--- config.mk ---
export PLATFORM = sky130hd
export DESIGN_NAME = kpad_scan_top
export DESIGN_NICKNAME = d
export VERILOG_FILES = /design/src/rtl/kpad_pkg.sv /design/src/rtl/kpad_scan_ctrl.sv /design/src/rtl/kpad_scan_dp.sv /design/src/rtl/kpad_scan_top.sv
export SDC_FILE = /design/constraint.sdc
export NUM_CORES = 1
export LEC_CHECK = 0
export BUFFER_PORTS_ARGS = -buffer_cell sky130_fd_sc_hd__buf_4
export CAP_MARGIN = 20
export CORE_MARGIN = 2
export CORE_UTILIZATION = 45
export DETAILED_ROUTE_END_ITERATION = 8
export RECOVER_POWER = 25
export SKIP_CTS_REPAIR_TIMING = 1
export SLEW_MARGIN = 20
export SYNTH_ARGS = -nofsm -noshare
export SYNTH_HDL_FRONTEND = slang
export SYNTH_HIERARCHICAL = 1
export SYNTH_SLANG_ARGS = --single-unit
--- constraint.sdc ---
create_clock -name clk -period 3.45 [get_ports clk]
set_input_delay 0.69 -clock clk [delete_from_list [all_inputs] [get_ports clk]]
set_output_delay 0.69 -clock clk [all_outputs]
set_load 0.01 [all_outputs]
--- src/rtl/kpad_pkg.sv ---
package kpad_pkg;

  typedef enum logic [2:0] {
    ST_IDLE,
    ST_START,
    ST_SCAN,
    ST_GAP,
    ST_DETECT
  } kpadState_t;

  typedef struct packed {
    logic latchRow;   // load the current row word from the columns
    logic scanDone;   // a pass has finished
    logic modeClear;  // single pass over: return mode field to idle
    logic detect;     // any-key detect active this cycle
  } kpadStrobe_t;

  localparam logic [3:0] REG_CTRL   = 4'd0;
  localparam logic [3:0] REG_SIZE   = 4'd1;
  localparam logic [3:0] REG_STATUS = 4'd2;
  localparam logic [3:0] REG_ENABLE = 4'd3;
  localparam logic [3:0] REG_DATA0  = 4'd4;

  localparam logic [31:0] CTRL_RESET = 32'h0F00_03C0;
  localparam logic [31:0] SIZE_RESET = 32'hFFFF_1010;

endpackage

--- src/rtl/kpad_scan_ctrl.sv ---
module kpad_scan_ctrl
  import kpad_pkg::*;
#(
  parameter int NUM_ROWS = 16,
  localparam int ROW_W = (NUM_ROWS > 1) ? $clog2(NUM_ROWS) : 1
) (
  input  logic                clk,
  input  logic                rstN,
  input  logic [1:0]          mode,
  input  logic [13:0]         rowDelay,
  input  logic [15:0]         scanGap,
  input  logic [7:0]          rowCount,
  input  logic [7:0]          colCount,
  input  logic [15:0]         rowMask,
  input  logic                ctrlWr,
  output kpadStrobe_t         strobe,
  output logic [ROW_W-1:0]    rowIdx,
  output logic [NUM_ROWS-1:0] rowN
);

  kpadState_t       state;
  logic [15:0]      cnt;
  logic [ROW_W-1:0] row;
  logic [7:0]       rowLimit;
  logic             emptyScan;
  logic             rowEnd;
  logic             isLast;

  assign rowLimit  = (rowCount > 8'(NUM_ROWS)) ? 8'(NUM_ROWS) : rowCount;
  assign emptyScan = (state == ST_START) && mode[1] &&
                     ((rowLimit == 8'd0) || (colCount == 8'd0));
  assign rowEnd    = (state == ST_SCAN) && (cnt == {2'b00, rowDelay});
  assign isLast    = ({{(8-ROW_W){1'b0}}, row} == (rowLimit - 8'd1));

  always_ff @(posedge clk or negedge rstN) begin
    if (!rstN) begin
      state <= ST_IDLE;
      cnt   <= '0;
      row   <= '0;
    end else if (ctrlWr) begin
      state <= ST_START;
      cnt   <= '0;
      row   <= '0;
    end else begin
      case (state)
        ST_START: begin
          cnt <= '0;
          row <= '0;
          case (mode)
            2'd0:    state <= ST_IDLE;
            2'd1:    state <= ST_DETECT;
            default: begin
              if (emptyScan) state <= (mode == 2'd2) ? ST_IDLE : ST_GAP;
              else           state <= ST_SCAN;
            end
          endcase
        end
        ST_SCAN: begin
          if (rowEnd) begin
            cnt <= '0;
            if (isLast) state <= (mode == 2'd2) ? ST_IDLE : ST_GAP;
            else        row   <= row + 1'b1;
          end else begin
            cnt <= cnt + 16'd1;
          end
        end
        ST_GAP: begin
          if (cnt == scanGap) begin
            state <= ST_START;
            cnt   <= '0;
          end else begin
            cnt <= cnt + 16'd1;
          end
        end
        default: state <= state;
      endcase
    end
  end

  always_comb begin
    strobe.latchRow  = rowEnd && !ctrlWr;
    strobe.scanDone  = (emptyScan || (rowEnd && isLast)) && !ctrlWr;
    strobe.modeClear = strobe.scanDone && (mode == 2'd2);
    strobe.detect    = (state == ST_DETECT) && !ctrlWr;
  end

  assign rowIdx = row;

  always_comb begin
    case (state)
      ST_SCAN:   rowN = ~(NUM_ROWS'(1) << row);
      ST_DETECT: rowN = ~rowMask[NUM_ROWS-1:0];
      default:   rowN = '1;
    endcase
  end

  // a pass drives exactly one row low at a time
  a_r3_one_row_low: assert property (@(posedge clk) disable iff (!rstN)
    (state == ST_SCAN) |-> ($countones(~rowN) == 1));

  // a control write releases every row on the next clock
  a_r12_abort_release: assert property (@(posedge clk) disable iff (!rstN)
    ctrlWr |=> (rowN == '1));

  // no row at or beyond the programmed count is ever loaded
  a_r6_row_in_range: assert property (@(posedge clk) disable iff (!rstN)
    strobe.latchRow |-> ({{(8-ROW_W){1'b0}}, rowIdx} < rowCount));

endmodule

--- src/rtl/kpad_scan_dp.sv ---
module kpad_scan_dp
  import kpad_pkg::*;
#(
  parameter int NUM_ROWS = 16,
  parameter int NUM_COLS = 16,
  localparam int ROW_W = (NUM_ROWS > 1) ? $clog2(NUM_ROWS) : 1
) (
  input  logic                clk,
  input  logic                rstN,
  input  logic                busWr,
  input  logic                busRd,
  input  logic [3:0]          busAddr,
  input  logic [31:0]         busWdata,
  output logic [31:0]         busRdata,
  input  logic [NUM_COLS-1:0] colN,
  input  kpadStrobe_t         strobe,
  input  logic [ROW_W-1:0]    rowIdx,
  output logic [1:0]          mode,
  output logic [13:0]         rowDelay,
  output logic [15:0]         scanGap,
  output logic [7:0]          rowCount,
  output logic [7:0]          colCount,
  output logic [15:0]         rowMask,
  output logic                ctrlWr,
  output logic                irq
);

  logic [31:0]         ctrlQ;
  logic [31:0]         sizeQ;
  logic [2:0]          statusQ;
  logic [2:0]          enableQ;
  logic [15:0]         dataQ [NUM_ROWS];
  logic [15:0]         rowView [16];
  logic [NUM_COLS-1:0] colSync1;
  logic [NUM_COLS-1:0] colSync2;
  logic [15:0]         pressed;
  logic [15:0]         colMask;
  logic [15:0]         pressedM;
  logic                dataChanged;
  logic                keyQual;
  logic [2:0]          statusClr;
  logic [2:0]          statusSet;
  logic [3:0]          pairIdx;

  assign mode     = ctrlQ[1:0];
  assign rowDelay = ctrlQ[15:2];
  assign scanGap  = ctrlQ[31:16];
  assign rowCount = sizeQ[7:0];
  assign colCount = sizeQ[15:8];
  assign rowMask  = sizeQ[31:16];
  assign ctrlWr   = busWr && (busAddr == REG_CTRL);

  // two-flop synchronizer on the asynchronous column lines
  always_ff @(posedge clk or negedge rstN) begin
    if (!rstN) begin
      colSync1 <= '1;
      colSync2 <= '1;
    end else begin
      colSync1 <= colN;
      colSync2 <= colSync1;
    end
  end

  assign pressed = 16'(~colSync2);

  always_comb begin
    for (int i = 0; i < 16; i++) colMask[i] = (8'(i) < colCount);
  end

  assign pressedM = pressed & colMask;
  assign keyQual  = strobe.detect && |(pressed & rowMask);

  always_comb begin
    dataChanged = 1'b0;
    for (int r = 0; r < NUM_ROWS; r++) begin
      if (((strobe.latchRow && rowIdx == ROW_W'(r)) ||
           (strobe.detect && rowMask[r])) && (dataQ[r] != pressedM))
        dataChanged = 1'b1;
    end
  end

  always_ff @(posedge clk or negedge rstN) begin
    if (!rstN) begin
      for (int r = 0; r < NUM_ROWS; r++) dataQ[r] <= '0;
    end else begin
      for (int r = 0; r < NUM_ROWS; r++) begin
        if ((strobe.latchRow && rowIdx == ROW_W'(r)) ||
            (strobe.detect && rowMask[r]))
          dataQ[r] <= pressedM;
      end
    end
  end

  assign statusClr = (busWr && busAddr == REG_STATUS) ? busWdata[2:0] : 3'b000;
  assign statusSet = {keyQual, dataChanged, strobe.scanDone};

  always_ff @(posedge clk or negedge rstN) begin
    if (!rstN) begin
      ctrlQ   <= CTRL_RESET;
      sizeQ   <= SIZE_RESET;
      statusQ <= '0;
      enableQ <= '0;
    end else begin
      if (ctrlWr)                  ctrlQ      <= busWdata;
      else if (strobe.modeClear)   ctrlQ[1:0] <= 2'd0;
      if (busWr && busAddr == REG_SIZE)   sizeQ   <= busWdata;
      if (busWr && busAddr == REG_ENABLE) enableQ <= busWdata[2:0];
      statusQ <= (statusQ & ~statusClr) | statusSet;
    end
  end

  assign irq = |(statusQ & enableQ);

  for (genvar g = 0; g < 16; g++) begin : g_view
    if (g < NUM_ROWS) begin : g_real
      assign rowView[g] = dataQ[g];
    end else begin : g_pad
      assign rowView[g] = '0;
    end
  end

  assign pairIdx = busAddr - REG_DATA0;

  always_ff @(posedge clk or negedge rstN) begin
    if (!rstN) begin
      busRdata <= '0;
    end else if (busRd) begin
      case (busAddr)
        REG_CTRL:   busRdata <= ctrlQ;
        REG_SIZE:   busRdata <= sizeQ;
        REG_STATUS: busRdata <= {29'd0, statusQ};
        REG_ENABLE: busRdata <= {29'd0, enableQ};
        default: begin
          if (busAddr >= REG_DATA0 && pairIdx < 4'd8)
            busRdata <= {rowView[{pairIdx[2:0], 1'b1}], rowView[{pairIdx[2:0], 1'b0}]};
          else
            busRdata <= '0;
        end
      endcase
    end
  end

  // a held qualifying key keeps status bit 2 set regardless of writes
  a_r10_sticky_detect: assert property (@(posedge clk) disable iff (!rstN)
    keyQual |=> statusQ[2]);

  // a finished single pass returns the mode field to idle
  a_r3_mode_return: assert property (@(posedge clk) disable iff (!rstN)
    (strobe.modeClear && !ctrlWr) |=> (mode == 2'd0));

  // a write of 1 clears bit 0 unless a completion arrives that cycle
  a_r11_w1c_done: assert property (@(posedge clk) disable iff (!rstN)
    (busWr && busAddr == REG_STATUS && busWdata[0] && !strobe.scanDone) |=> !statusQ[0]);

  // without any pressed column inside the mask, bit 2 cannot rise
  a_r9_mask_gate: assert property (@(posedge clk) disable iff (!rstN)
    !(|(pressed & rowMask)) |=> !$rose(statusQ[2]));

endmodule

--- src/rtl/kpad_scan_top.sv ---
module kpad_scan_top
  import kpad_pkg::*;
#(
  parameter int NUM_ROWS = 16,
  parameter int NUM_COLS = 16,
  localparam int ROW_W = (NUM_ROWS > 1) ? $clog2(NUM_ROWS) : 1
) (
  input  logic                clk,
  input  logic                rstN,
  input  logic                busWr,
  input  logic                busRd,
  input  logic [3:0]          busAddr,
  input  logic [31:0]         busWdata,
  output logic [31:0]         busRdata,
  input  logic [NUM_COLS-1:0] colN,
  output logic [NUM_ROWS-1:0] rowN,
  output logic                irq
);

  kpadStrobe_t      strobe;
  logic [ROW_W-1:0] rowIdx;
  logic [1:0]       mode;
  logic [13:0]      rowDelay;
  logic [15:0]      scanGap;
  logic [7:0]       rowCount;
  logic [7:0]       colCount;
  logic [15:0]      rowMask;
  logic             ctrlWr;

  kpad_scan_dp #(.NUM_ROWS(NUM_ROWS), .NUM_COLS(NUM_COLS)) u_dp (
    .clk(clk), .rstN(rstN), .busWr(busWr), .busRd(busRd),
    .busAddr(busAddr), .busWdata(busWdata), .busRdata(busRdata),
    .colN(colN), .strobe(strobe), .rowIdx(rowIdx), .mode(mode),
    .rowDelay(rowDelay), .scanGap(scanGap), .rowCount(rowCount),
    .colCount(colCount), .rowMask(rowMask), .ctrlWr(ctrlWr), .irq(irq)
  );

  kpad_scan_ctrl #(.NUM_ROWS(NUM_ROWS)) u_ctrl (
    .clk(clk), .rstN(rstN), .mode(mode), .rowDelay(rowDelay),
    .scanGap(scanGap), .rowCount(rowCount), .colCount(colCount),
    .rowMask(rowMask), .ctrlWr(ctrlWr), .strobe(strobe),
    .rowIdx(rowIdx), .rowN(rowN)
  );

endmodule

==> key figures <==
Layout
  – Fill cell count: 4,355
  – Nets: 2,407
  – Commonest non-fill, non-tap cell in the layout: nand2_1
  – Area of the multi-input gates: 11,110 um2
  – P&R area growth vs syn: 17.97%
  – Storage cell area: 10,410 um2
  – Fin cells: 3,044
  – Share of layout cells above drive strength 1: 23.71%
  – Commonest cells after routing, fill and taps aside: nand2_1, dfrtp_1, o21ai_0
  – Final core occ: 53.67%

Detailed routing
  – Via count: 18,460
  – Pre-antenna DRT Iters: 6
  – Routed len/inst: 25.93 um
  – Routed WL: 78.93 mm
  – Vias/cell: 6.065
  – Drt first-iter violations: 2,204
  – DRC Markers: 0
  – Post-DRT Antenna Nets: 0

Timing
  – Slew @ Worst Pin: 1.731 ns
  – Final cycle utilization of the critical path: 97.74%
  – Post-route setup TNS: 0 ns
  – Setup Skew: 0.01622 ns
  – Final Hold Viols: 0
  – Unrepaired setup endpoints after global routing: false
  – Final setup violation count: 0
  – Final min period: 3.372 ns
  – Final Max Tran Viols: 63
  – F_max: 0.2966 GHz
  – Slew margin rel.: -15.38%
  – PnR worst setup slack: 0.07797 ns

Setup path
  – CP cell instances: nor4_4, buf_4, buf_4, buf_4, and3_1, or2_2, buf_12, xnor2_1, nor3_2, a32oi_1, nor4_2, buf_4, nand4_1
  – CP max stage delay: 0.60 ns
  – Crit path from: u_dp/sizeQ[12]
  – Largest delay share family, worst path: simple AND/OR/NAND/NOR gates
  – Arrival time worst endpoint: 3.80 ns
  – CP max FO: 10
  – Worst Setup End Kind: flip-flop
  – Worst r2r src: u_dp/sizeQ[12]
  – CP max-delay cell: dfstp_2
  – Worst setup path class: reg2reg
  – CP most frequent cell: buf_4
  – Crit path launch type: flip-flop
  – CP bufs+invs: 5
  – Worst Path Required: 3.88 ns

Synthesis
  – Ys flop type: dfrtp_1
  – Largest area contributor in the netlist: dfrtp_1
  – Warnings, synthesis: 6
  – Post-synth top area share: 40.05%
  – Post-synthesis sequential area ratio: 46.92%
  – Syn Area/Cell: 9.928 um2
  – Top cells by area, synth: dfrtp_1, nand2_1, dfstp_2
  – Yosys cell types: 73
  – EDFF count, synth: 0
  – Post-Synthesis Cells: 2,234
  – Post-synthesis instance area: 22,180 um2
  – Post-Syn Nets: 2,300
  – Asr flop ratio synth: 100.0%
  – #FFs+latches synth: 413

Power
  – Leakage power: 11.12 nW
  – Total power: 21.29 mW
  – Power Dens Cells: 813.7 nW/um2
  – Peak VDD IR: 0.0003823 V

CTS
  – Num CTS Buffers: 47
  – Worst-path clk slew: 0.06 ns
  – CTS sink count: 413
  – TritonCTS clock tree: yes
  – Clk root buf: clkbuf_16
  – H-tree levels: 2
  – Clock Path Buffers: 3
  – Clock latency on the worst-skew pair: 0.58 ns

Run
  – Max capacitance violation total: 1

Floorplan
  – # IOs: 105
  – Width of the die: 226.0 um
  – Die area: 51,080 um2
  – Die H: 226.0 um
  – Core area: 48,750 um2
  – Rows: 81
  – Initial Util: 45.50%

Placed design
  – RePlAce Congestion: 0.9540
  – DP HPWL: 56.66 mm
  – Cells after DPL: 2,953
  – Pre-CTS setup slack: -0.2565 ns
  – # port buffers: 104

Global routing
  – Vias in the first global route: 17,840
  – GRT Overall Usage: 31.35%
  – Antenna violations before repair: 2
  – Total congestion overflow: 0
  – First-pass GRT wire length: 118.4 mm
  – Largest net degree at the start of global routing: 70

Run status
  – Violated checks: max-capacitance violations, max-slew violations
  – Outcome: complete, but fails checks

Hold path
  – Hold Path Class: in2reg
  – Hold Startpoint: colN[11]
worst register-to-register path, stage by stage, from the launching register on:
cell and delay [ns]:
dfstp_2 0.60, nor4_4 0.06, buf_4 0.17, buf_4 0.16
buf_4 0.18, and3_1 0.18, or2_2 0.38, buf_12 0.19
xnor2_1 0.15, nor3_2 0.29, a32oi_1 0.27, nor4_2 0.33
buf_4 0.16, nand4_1 0.08
state kept, by name, summed over array words and instances (netlist names):
| signal | cells |
|---|---|
| u_dp/dataQ | 256 |
| u_dp/busRdata | 32 |
| u_dp/ctrlQ | 32 |
| u_dp/sizeQ | 32 |
| u_ctrl/cnt | 16 |
| u_dp/colSync1 | 16 |
| u_dp/colSync2 | 16 |
| u_ctrl/rowIdx | 4 |
| u_ctrl/state | 3 |
| u_dp/enableQ | 3 |
| u_dp/statusQ | 3 |
worst paths after layout:
check / endpoint / slack, ns / cells past startpoint
max in group asynchronous: u_dp/sizeQ[11] / 0.54 / 2
setup reg to reg: u_dp/statusQ[1] / 0.08 / 13
min in group asynchronous: u_dp/busRdata[20] / 0.56 / 1
hold reg to reg: u_dp/colSync2[3] / 0.35 / 0
setup / recovery: u_dp/statusQ[1] / 0.08 / 13
hold / removal: u_dp/colSync1[11] / 0.21 / 1
cell type report:
| cell class | instances | share of cell area (%) |
|---|---|---|
| antenna | 1 | 0.009564 |
| sequential | 413 | 39.78 |
| inverter | 36 | 0.5308 |
| tap | 664 | 3.175 |
| multi-input combinational | 1604 | 42.46 |
| timing repair buffer | 239 | 7.795 |
| clock buffer | 68 | 5.461 |
| clock inverter | 19 | 0.7890 |
synth_stat cells, types with 37 or more instances:
| cell | number |
|---|---|
| a21oi_1 | 54 |
| clkbuf_1 | 126 |
| dfrtp_1 | 355 |
| dfstp_2 | 58 |
| mux2_2 | 69 |
| mux4_2 | 67 |
| nand2_1 | 427 |
| nor2_1 | 70 |
| nor4_1 | 37 |
| o21ai_0 | 293 |
| xnor2_1 | 169 |
| xor2_1 | 62 |
power breakdown:
part / switching [mW] / internal [mW]
clock network: 2.09 / 3.17
registers: 2.07 / 6.50
logic: 4.04 / 3.41
total: 8.20 / 13.1
cell families (layout without fill, tap and decap cells):
logic type / Yosys count / after routing / share of synthesized area (%)
other cells: 0 / 1 / 0
simple gates: 669 / 669 / 13.31
buf+inv: 217 / 362 / 4.039
fa+ha+maj: 10 / 10 / 0.5641
flops: 413 / 413 / 46.92
compound gates: 557 / 557 / 15.66
mux: 136 / 136 / 10.31
xor+xnor: 232 / 232 / 9.195
per-stage QoR:
stage / hold WS [ns] / area, um2
floorplan: 0.3452 / 22320
global placement: 0.3455 / 24500
detailed placement: 0.3475 / 24510
CTS: 0.07279 / 26140
global route: 0.1968 / 26160
finish: 0.2138 / 26170
layer usage:
metal	wire (um)	share of wire [%]	GRT usage, %	vias up
met3	6529	8.3	6.011	148
li1	-	-	-	8161
met4	3286	4.2	11.78	2
met5	13	0.016	0	-
met2	35810	45	48.42	856
met1	33280	42	43.91	9294
Note: power is estimated with default switching activity, not from simulation.
